**config.mk**
```make
export PLATFORM = sky130hd
export DESIGN_NAME = masked_alarm_cmp
export DESIGN_NICKNAME = d
export VERILOG_FILES = /design/src/rtl/alarm_cmp_pkg.sv /design/src/rtl/alarm_field_match.sv /design/src/rtl/alarm_flag_ctl.sv /design/src/rtl/masked_alarm_cmp.sv
export SDC_FILE = /design/constraint.sdc
export NUM_CORES = 1
export LEC_CHECK = 0
export ABC_AREA = 1
export BUFFER_PORTS_ARGS = -buffer_cell sky130_fd_sc_hd__buf_2
export CORE_MARGIN = 2
export CORE_UTILIZATION = 40
export DETAILED_ROUTE_END_ITERATION = 8
export PLACE_DENSITY_LB_ADDON = 0.2
export REMOVE_ABC_BUFFERS = 1
export SLEW_MARGIN = 30
export SYNTH_ARGS = -nofsm -noshare
export SYNTH_HDL_FRONTEND = slang
export SYNTH_SLANG_ARGS = --single-unit
```
**constraint.sdc**
```tcl
create_clock -name clk -period 2.63 [get_ports clk]
set_input_delay 0.263 -clock clk [delete_from_list [all_inputs] [get_ports clk]]
set_output_delay 0.263 -clock clk [all_outputs]
set_load 0.005 [all_outputs]
```
**src/rtl/alarm_cmp_pkg.sv**
```systemverilog
package alarm_cmp_pkg;

    localparam int SEC_W   = 7;
    localparam int MIN_W   = 7;
    localparam int HOUR_W  = 6;
    localparam int DAY_W   = 6;
    localparam int WDAY_W  = 3;
    localparam int HOD_W   = 5;
    localparam int NPLAIN  = 4;
    localparam int NFIELDS = NPLAIN + 1;
    localparam int PLAIN_BITS = SEC_W + MIN_W + DAY_W + WDAY_W;

    typedef struct packed {
        logic incl;
        logic hit;
    } field_res_t;

    typedef struct packed {
        logic             ok;
        logic [HOD_W-1:0] hod;
    } hour_dec_t;

    // widths of the directly compared fields: sec, min, day, weekday
    function automatic int plain_w(input int i);
        case (i)
            0:       return SEC_W;
            1:       return MIN_W;
            2:       return DAY_W;
            default: return WDAY_W;
        endcase
    endfunction

    function automatic int plain_off(input int i);
        int acc;
        acc = 0;
        for (int k = 0; k < i; k++) acc += plain_w(k);
        return acc;
    endfunction

    // hour code -> hour of day 0..23 with validity for the given mode
    function automatic hour_dec_t decode_hour(input logic [HOUR_W-1:0] code,
                                              input logic mode12);
        hour_dec_t  d;
        logic [5:0] h;
        logic [5:0] base;
        if (mode12) begin
            h    = (code[4] ? 6'd10 : 6'd0) + {2'b00, code[3:0]};
            d.ok = (code[3:0] <= 4'd9) && (h >= 6'd1) && (h <= 6'd12);
            base = (h == 6'd12) ? 6'd0 : h;
            h    = base + (code[5] ? 6'd12 : 6'd0);
        end else begin
            h    = ({4'b0000, code[5:4]} * 6'd10) + {2'b00, code[3:0]};
            d.ok = (code[3:0] <= 4'd9) && (h <= 6'd23);
        end
        d.hod = h[HOD_W-1:0];
        return d;
    endfunction

endpackage

```
**src/rtl/alarm_field_match.sv**
```systemverilog
module alarm_field_match
    import alarm_cmp_pkg::*;
#(
    parameter int W = 7
) (
    input  logic         excl,
    input  logic [W-1:0] alarm_val,
    input  logic [W-1:0] live_val,
    input  logic         ok,
    output field_res_t   res
);
    always_comb begin
        res.incl = ~excl;
        res.hit  = ok && (alarm_val == live_val);
    end
endmodule

```
**src/rtl/alarm_flag_ctl.sv**
```systemverilog
module alarm_flag_ctl (
    input  logic clk,
    input  logic rst,
    input  logic tick,
    input  logic match,
    input  logic clr,
    output logic flag
);
    logic eval_q;   // evaluation slot, one cycle after the strobe
    logic match_q;  // comparison captured at the strobe
    logic seen_q;   // result of the previous evaluation

    always_ff @(posedge clk) begin
        if (rst) begin
            eval_q  <= 1'b0;
            match_q <= 1'b0;
            seen_q  <= 1'b0;
            flag    <= 1'b0;
        end else begin
            eval_q <= tick;
            if (tick)   match_q <= match;
            if (eval_q) seen_q  <= match_q;
            if (eval_q && match_q && !seen_q) flag <= 1'b1;
            else if (clr)                     flag <= 1'b0;
        end
    end
endmodule

```
**src/rtl/masked_alarm_cmp.sv**
```systemverilog
module masked_alarm_cmp
    import alarm_cmp_pkg::*;
(
    input  logic              clk,
    input  logic              rst,
    input  logic              tick,
    input  logic [SEC_W-1:0]  now_sec,
    input  logic [MIN_W-1:0]  now_min,
    input  logic [HOUR_W-1:0] now_hour,
    input  logic [DAY_W-1:0]  now_day,
    input  logic [WDAY_W-1:0] now_wday,
    input  logic [SEC_W:0]    alm_sec,
    input  logic [MIN_W:0]    alm_min,
    input  logic [HOUR_W:0]   alm_hour,
    input  logic [DAY_W:0]    alm_day,
    input  logic [WDAY_W:0]   alm_wday,
    input  logic              hour12,
    input  logic              irq_en,
    input  logic              flag_clr,
    output logic              alarm_flag,
    output logic              alarm_irq
);
    logic [PLAIN_BITS-1:0] alm_flat;
    logic [PLAIN_BITS-1:0] live_flat;
    logic [NPLAIN-1:0]     excl_flat;
    field_res_t            res [NFIELDS];
    hour_dec_t             hour_a;
    hour_dec_t             hour_l;
    logic                  any_incl;
    logic                  all_hit;
    logic                  match;

    assign alm_flat  = {alm_wday[WDAY_W-1:0], alm_day[DAY_W-1:0],
                        alm_min[MIN_W-1:0], alm_sec[SEC_W-1:0]};
    assign live_flat = {now_wday, now_day, now_min, now_sec};
    assign excl_flat = {alm_wday[WDAY_W], alm_day[DAY_W],
                        alm_min[MIN_W], alm_sec[SEC_W]};

    generate
        for (genvar i = 0; i < NPLAIN; i++) begin : g_plain
            localparam int FW = plain_w(i);
            localparam int FO = plain_off(i);
            alarm_field_match #(.W(FW)) u_fm (
                .excl      (excl_flat[i]),
                .alarm_val (alm_flat[FO+FW-1:FO]),
                .live_val  (live_flat[FO+FW-1:FO]),
                .ok        (1'b1),
                .res       (res[i])
            );
        end
    endgenerate

    assign hour_a = decode_hour(alm_hour[HOUR_W-1:0], hour12);
    assign hour_l = decode_hour(now_hour, hour12);

    alarm_field_match #(.W(HOD_W)) u_hour (
        .excl      (alm_hour[HOUR_W]),
        .alarm_val (hour_a.hod),
        .live_val  (hour_l.hod),
        .ok        (hour_a.ok && hour_l.ok),
        .res       (res[NPLAIN])
    );

    always_comb begin
        any_incl = 1'b0;
        all_hit  = 1'b1;
        for (int k = 0; k < NFIELDS; k++) begin
            any_incl = any_incl | res[k].incl;
            all_hit  = all_hit & (res[k].hit | ~res[k].incl);
        end
        match = any_incl & all_hit;
    end

    alarm_flag_ctl u_flag (
        .clk   (clk),
        .rst   (rst),
        .tick  (tick),
        .match (match),
        .clr   (flag_clr),
        .flag  (alarm_flag)
    );

    assign alarm_irq = alarm_flag & irq_en;
endmodule

```
* Word-level counts from Yosys, hierarchy flattened
Index checks and enable logic that the tools add are counted.
Word-level totals: register bits after elaboration 4, output and inout bits 2, input port bits 69, word-level logic and storage cells 71
Cells by class: muxes and demuxes 12, bitwise logic cells 20, $mul 2, $lt $le $gt $ge 8, eq/ne operators 7, reduce and logical (&&, ||, !) cells 12, add/subtract/negate cells 6
Operators with widths (count):
- $mux W5 | 4
- $mux W4 | 4
- $eq A7 B7 Y1 | 2
- $add A6 B4 Y6 | 2
- $le A6 B5 Y1 const B | 2
- $add A4 B4 Y5 | 2
- $add A5 B4 Y5 | 2
- $eq A5 B4 Y1 const B | 2
- $ge A5 B1 Y1 const B | 2
- $le A5 B4 Y1 const B | 2
- $logic_and A1 B1 Y1 | 10
- $mul A2 B3 Y5 const B | 2
- $or A1 B1 Y1 | 9
- $le A4 B4 Y1 const B | 2
- $and A1 B1 Y1 | 6
- $eq A6 B6 Y1 | 1
- $eq A5 B5 Y1 | 1
- $not A1 Y1 | 5
- $mux W1 | 4
- $eq A3 B3 Y1 | 1
- $reduce_bool A2 Y1 | 1
- $logic_not A1 Y1 | 1

* Logic depth before layout (Yosys ltp)
depth after elaboration 11, gate-level depth with buffers 20, gate-level depth less buffers 20

* By module
From an unflattened synthesis, not the netlist that was laid out.
Unflattened totals: cell total of the unflattened synthesis 304, area total of the unflattened synthesis 1519.0 um2
By module, submodules not included:
- masked_alarm_cmp | cells each 128, instances 1, area each 763.2 um2, sequential area each 0.0 um2
- alarm_field_match at g_plain[0].u_fm ... | cells each 41, instances 2, area each 153.9 um2, sequential area each 0.0 um2
- alarm_flag_ctl | cells each 18, instances 1, area each 141.4 um2, sequential area each 80.1 um2
- alarm_field_match at g_plain[2].u_fm | cells each 36, instances 1, area each 137.6 um2, sequential area each 0.0 um2
- alarm_field_match at u_hour | cells each 22, instances 1, area each 95.1 um2, sequential area each 0.0 um2
- alarm_field_match at g_plain[3].u_fm | cells each 18, instances 1, area each 73.8 um2, sequential area each 0.0 um2

* Worst setup path before layout
Ideal clock, no wire load.
path type input port to flip-flop, from input port now_hour[1], to register u_flag.match_q, data required time 2.564 ns, setup time 0.066 ns, arrival 2.548 ns, slack 0.016 ns, path buffers 0, stages on the path 17, path through ha_1 -> ha_1 -> nand3_2 -> nor4_1 -> nor2_1 -> ha_1 -> fa_1 -> nand2_1 -> nand2_1 -> nand3_1 -> nor2_1 -> nand3_1 -> a21oi_2 -> nand2_1 -> nand2_1 -> nand2_1 -> a21oi_2
On the way: word-level cells in the longest chain between the ends 10, elaborated cells between the ends (all ways) 20, those cells by class add/sub: 3; order compare: 4; eq/ne: 2; mux: 3; bitwise: 3; reduce/logical: 5
RTL lines:
- start: declaration | RTL line masked_alarm_cmp.sv:9 | input logic [HOUR_W-1:0] now_hour,
- $add A4 B4 Y5 | RTL line alarm_cmp_pkg.sv:47 | h = (code[4] ? 6'd10 : 6'd0) + {2'b00, code[3:0]};
- $eq A5 B4 Y1 / $ge A5 B1 Y1 (equally long branches) | RTL line alarm_cmp_pkg.sv:49, alarm_cmp_pkg.sv:48
- $mux W5 / $logic_and A1 B1 Y1 (equally long branches) | RTL line alarm_cmp_pkg.sv:49, alarm_cmp_pkg.sv:48
- $add A5 B4 Y5 / $logic_and A1 B1 Y1 (equally long branches) | RTL line alarm_cmp_pkg.sv:50, alarm_cmp_pkg.sv:48
- $mux W5 / $mux W1 (equally long branches) | RTL line alarm_cmp_pkg.sv:46 | if (mode12) begin
- $eq A5 B5 Y1 / $logic_and A1 B1 Y1 (equally long branches) | RTL line alarm_field_match.sv:14, masked_alarm_cmp.sv:60
- $logic_and A1 B1 Y1 * | RTL line alarm_field_match.sv:14 | res.hit = ok && (alarm_val == live_val);
- $or A1 B1 Y1 * | RTL line masked_alarm_cmp.sv:69 | all_hit = all_hit & (res[k].hit | ~res[k].incl);
- $and A1 B1 Y1 * | RTL line masked_alarm_cmp.sv:69
- $and A1 B1 Y1 * | RTL line masked_alarm_cmp.sv:71 | match = any_incl & all_hit;
- end signal: assignment | RTL line alarm_flag_ctl.sv:21 | if (tick) match_q <= match;
- end: declaration | RTL line alarm_flag_ctl.sv:10 | logic match_q;
Mark *: on every way between the ends. The rest lies on a longest branch, timed or not. A chain may end at the register's enable or synchronous reset.

* Final worst setup path
from input port now_hour[4], to register u_flag.match_q
On the way: word-level cells in the longest chain between the ends 11, elaborated cells between the ends (all ways) 21, those cells by class add/sub: 3; mul: 1; order compare: 3; eq/ne: 2; mux: 4; bitwise: 3; reduce/logical: 5
RTL lines (RTL line):
- parallel branches: the longest is 7 deep, another holds $add A6 B4 Y6
- $logic_and A1 B1 Y1 * | alarm_field_match.sv:14
- $or A1 B1 Y1 * | masked_alarm_cmp.sv:69
- $and A1 B1 Y1 * | masked_alarm_cmp.sv:69
- $and A1 B1 Y1 * | masked_alarm_cmp.sv:71
Mark *: on every way between the ends.

==> impl_metrics.py <==
metrics = {
    "place": {
        "gp_congestion": 0.803,
        "numPortBuffers": 70,
        "place_ws_ns": -0.217,
        "hpwlAfterDp_um": 2610,
        "place_area_sq_um": 1690,
    },
    "timing": {
        "finalSetupViolCount": 0,
        "tightest_slew_ns": 0.231,
        "fin_skew_ns": 0.00566,
        "max_slew_margin_pct": 84.5,
        "period_needed_ns": 2.52,
        "worst_slack_ns": 0.107,
        "hold_viol": 0,
        "fmax_mhz": 396,
        "slew_violations": 0,
        "finalCritPeriodShare_pct": 95.9,
        "rsz0062_at_grt": "true",
    },
    "critical_path": {
        "crit_chain": "buf_6, inv_4, ha_4, inv_1, nand2_2, nand3_4, nor4_4, nor2_1, ha_2, fa_1, inv_1, nand2_1, nand2_1, nand3_1, nor2_1, nand3_1, a21oi_2, nand2_1, nand2_1, nand2_1, a21oi_2",
        "cp_top_family": "simple AND/OR/NAND/NOR gates",
        "r2r_cells": 2,
        "end_kind": "register",
        "r2r_end": "u_flag.seen_q",
        "crit_arrival_ns": 2.70,
        "rrSetupSlack_ns": 1.94,
        "crit_fanout": 4,
        "crit_slowest_cell": "fa_1",
        "path_common_cell": "nand2_1",
        "crit_type": "in -> reg",
        "critPathMaxStageDelay_ns": 0.47,
        "worstPathRequired_ns": 2.80,
        "cp_num_buf_inv": 4,
        "startpoint_type": "input pin",
        "rr_startpoint": "u_flag.eval_q",
    },
    "drt": {
        "wl_um": 3130,
        "top_layer": "met4",
        "route.vias.total": 1462,
        "wl_met1_um": 1290,
        "wl_met2_um": 1560,
        "first_pass_iters": 4,
        "drt.antenna.violating_nets": 0,
        "routed_via_density": 4.72,
        "drtIter0Drc": 34,
        "routed-wl-met3_um": 254,
        "post-route-drc-count": 0,
        "wire_per_inst_um": 10.1,
    },
    "status": {
        "status": "finished clean",
    },
    "grt": {
        "grt_overflow": 0,
        "grt_pass1_wl_um": 4840,
        "grt_start_max_net_pins": 8,
        "grt_use_total_pct": 17.3,
        "antenna_found_initial": 0,
        "grt_pass1_vias": 1373,
    },
    "cells_and_area": {
        "drive_above_1_share_pct": 39.1,
        "fillers": 267,
        "n_antenna_cell": 0,
        "nNetsFinal": 366,
        "fin_area_sq_um": 1800,
        "syn_to_final_growth_pct": 48.4,
    },
    "cts": {
        "clk_latency_ns": 0.24,
        "post_cts_buffers": 0,
        "root_buffer": "clkbuf_4",
        "numCtsBuffers": 3,
        "cts_tree": "yes",
        "path_clk_slew_ns": 0.04,
        "clock_path_buffers": 2,
        "cts.sinks": 4,
        "htree_levels": 1,
    },
    "power_and_ir_drop": {
        "p_leak_nw": 1.00,
        "irDropWorstVdd_mv": 0.193,
        "cellPowerDensity_nw_per_um2": 252,
    },
    "synthesis": {
        "synth_cell_types": 27,
        "ys_seq_area_share_pct": 6.60,
        "synth_cells": 194,
        "synth_top_area_cell": "nand2_1",
        "avgSynthCellArea_sq_um": 6.25,
        "yosys_warnings": 0,
        "ys_ff_latch": 4,
        "netlist_area_sq_um": 1210,
        "synth_top_area_share_pct": 15.2,
        "synth.area.top_cells": "nand2_1 (15%), ha_1 (12%), xor2_1 (10%)",
    },
    "die": {
        "num_rows": 19,
        "core_sq_um": 2830,
        "die-area_sq_um": 3490,
        "ioPinCount": 71,
        "die_w_um": 59.1,
        "die_h_um": 59.1,
        "initial_utilization_pct": 42.9,
    },
    "worst_hold_path": {
        "worstHoldStart": "rst",
        "hold_path_class": "in -> reg",
        "holdPathStages": 2,
        "worstHoldEndpoint": "u_flag.match_q",
    },
    "run": {
        "maxCapViolations": 0,
    },
}
-- sequential cells by signal (all words and copies together) (netlist names) --
name	cells
u_flag.flag	1
u_flag.match_q	1
u_flag.seen_q	1
u_flag.eval_q	1
-- cells in the mapped netlist --
library cell  count
nor4_1            1
or2_2             1
nor2_2            1
nand3_1          10
ha_1             12
mux2i_1           1
a31o_2            1
o21ai_2           1
o21bai_1          2
inv_1            30
o21ai_0           3
a21oi_2           3
buf_6             1
xor2_1           14
nand2_1          49
nor2_1           23
xnor2_1          10
nor3_1            2
nand4_1           7
a31oi_1           2
nand3b_1          1
o21ai_1           3
nand3_2           4
a21oi_1           1
fa_1              4
dfxtp_1           4
inv_2             3
-- per-stage QoR --
stage | cells | TNS [ns] | power, mW | utilization [%] | hold WS [ns]
after CTS | 310 | 0 | 0.435 | 60.5 | 0.226
after global routing | 310 | -0.101 | 0.503 | 63.6 | 0.224
after global placement | 307 | -0.120 | 0.350 | 59.7 | 0.471
after detailed placement | 307 | -0.217 | 0.356 | 59.7 | 0.472
final | 310 | 0 | 0.454 | 63.6 | 0.228
after floorplan | 193 | 0 | 0.242 | - | 0.325
-- cells in the final DEF (no fill, tap or decap), types with 2 or more instances in the layout --
| cell type | n |
|---|---|
| nand2_2 | 2 |
| inv_1 | 28 |
| buf_2 | 67 |
| nand4_1 | 7 |
| clkbuf_4 | 3 |
| nor2_1 | 23 |
| ha_4 | 3 |
| buf_4 | 13 |
| inv_2 | 4 |
| nand3_2 | 3 |
| nor3_1 | 2 |
| a21oi_2 | 3 |
| xor2_1 | 14 |
| fa_1 | 4 |
| dfxtp_1 | 4 |
| o21bai_1 | 2 |
| a31oi_1 | 2 |
| o21ai_0 | 3 |
| ha_1 | 8 |
| nand3_1 | 10 |
| nand2_1 | 47 |
| buf_6 | 3 |
| o21ai_1 | 3 |
| xnor2_1 | 10 |
-- per-layer routing --
| metal | GRT usage [%] | vias to the layer above |
|---|---|---|
| li1 | - | 788 |
| met1 | 19.1 | 616 |
| met2 | 33.7 | 56 |
| met3 | 3.06 | 2 |
| met4 | 4.22 | 0 |
| met5 | 0 | - |
-- cell families (layout without fill, tap and decap cells) --
| kind of cell | after synthesis | after routing | share of synthesized area, % |
|---|---|---|---|
| multiplexers | 1 | 1 | 0.826 |
| XOR/XNOR | 24 | 24 | 17.3 |
| AND/OR/NAND/NOR | 99 | 99 | 36.3 |
| AO/OA/AOI/OAI | 16 | 16 | 8.77 |
| flip-flops | 4 | 4 | 6.61 |
| buffers and inverters | 34 | 119 | 11.1 |
| adder cells (fa/ha/maj) | 16 | 16 | 19.0 |
-- worst max path at each step --
| stage | cells after the start | from | endpoint | slack [ns] |
|---|---|---|---|---|
| after floorplan | 17 | now_hour[1] | u_flag.match_q | 0.02 |
| after detailed placement | 19 | now_hour[1] | u_flag.match_q | -0.22 |
| after CTS | 20 | now_hour[4] | u_flag.match_q | 0.03 |
| after global placement | 18 | now_hour[1] | u_flag.match_q | -0.12 |
| after global routing | 21 | now_hour[4] | u_flag.match_q | -0.10 |
| final | 21 | now_hour[4] | u_flag.match_q | 0.11 |
-- area by class of cell --
type,instances,area (sq um),share of cell area [%]
timing repair buffer,83,467,25.9
multi-input combinational,156,1060,59.2
tap,31,38.8,2.16
inverter,33,126,7.02
sequential,4,80.1,4.45
clock buffer,3,22.5,1.25
-- timing repair --
item	CTS	global route
resized for setup	0	18
hold buffers	0	0
setup endpoints to repair	0	1
-- where the power goes --
group | switching [mW] | internal (mW) | total, mW
sequential | 0.000702 | 0.0621 | 0.0629
clock | 0.0243 | 0.0509 | 0.0753
combinational | 0.158 | 0.158 | 0.316
-- worst register-to-register path: cells and delay by family (launching register included) --
kind	cells	cell delay (ns)
muxes	1	0.18
and+or+nand+nor	1	0.06
DFF	1	0.34
No activity file was read; power rests on OpenSTA's default activity.
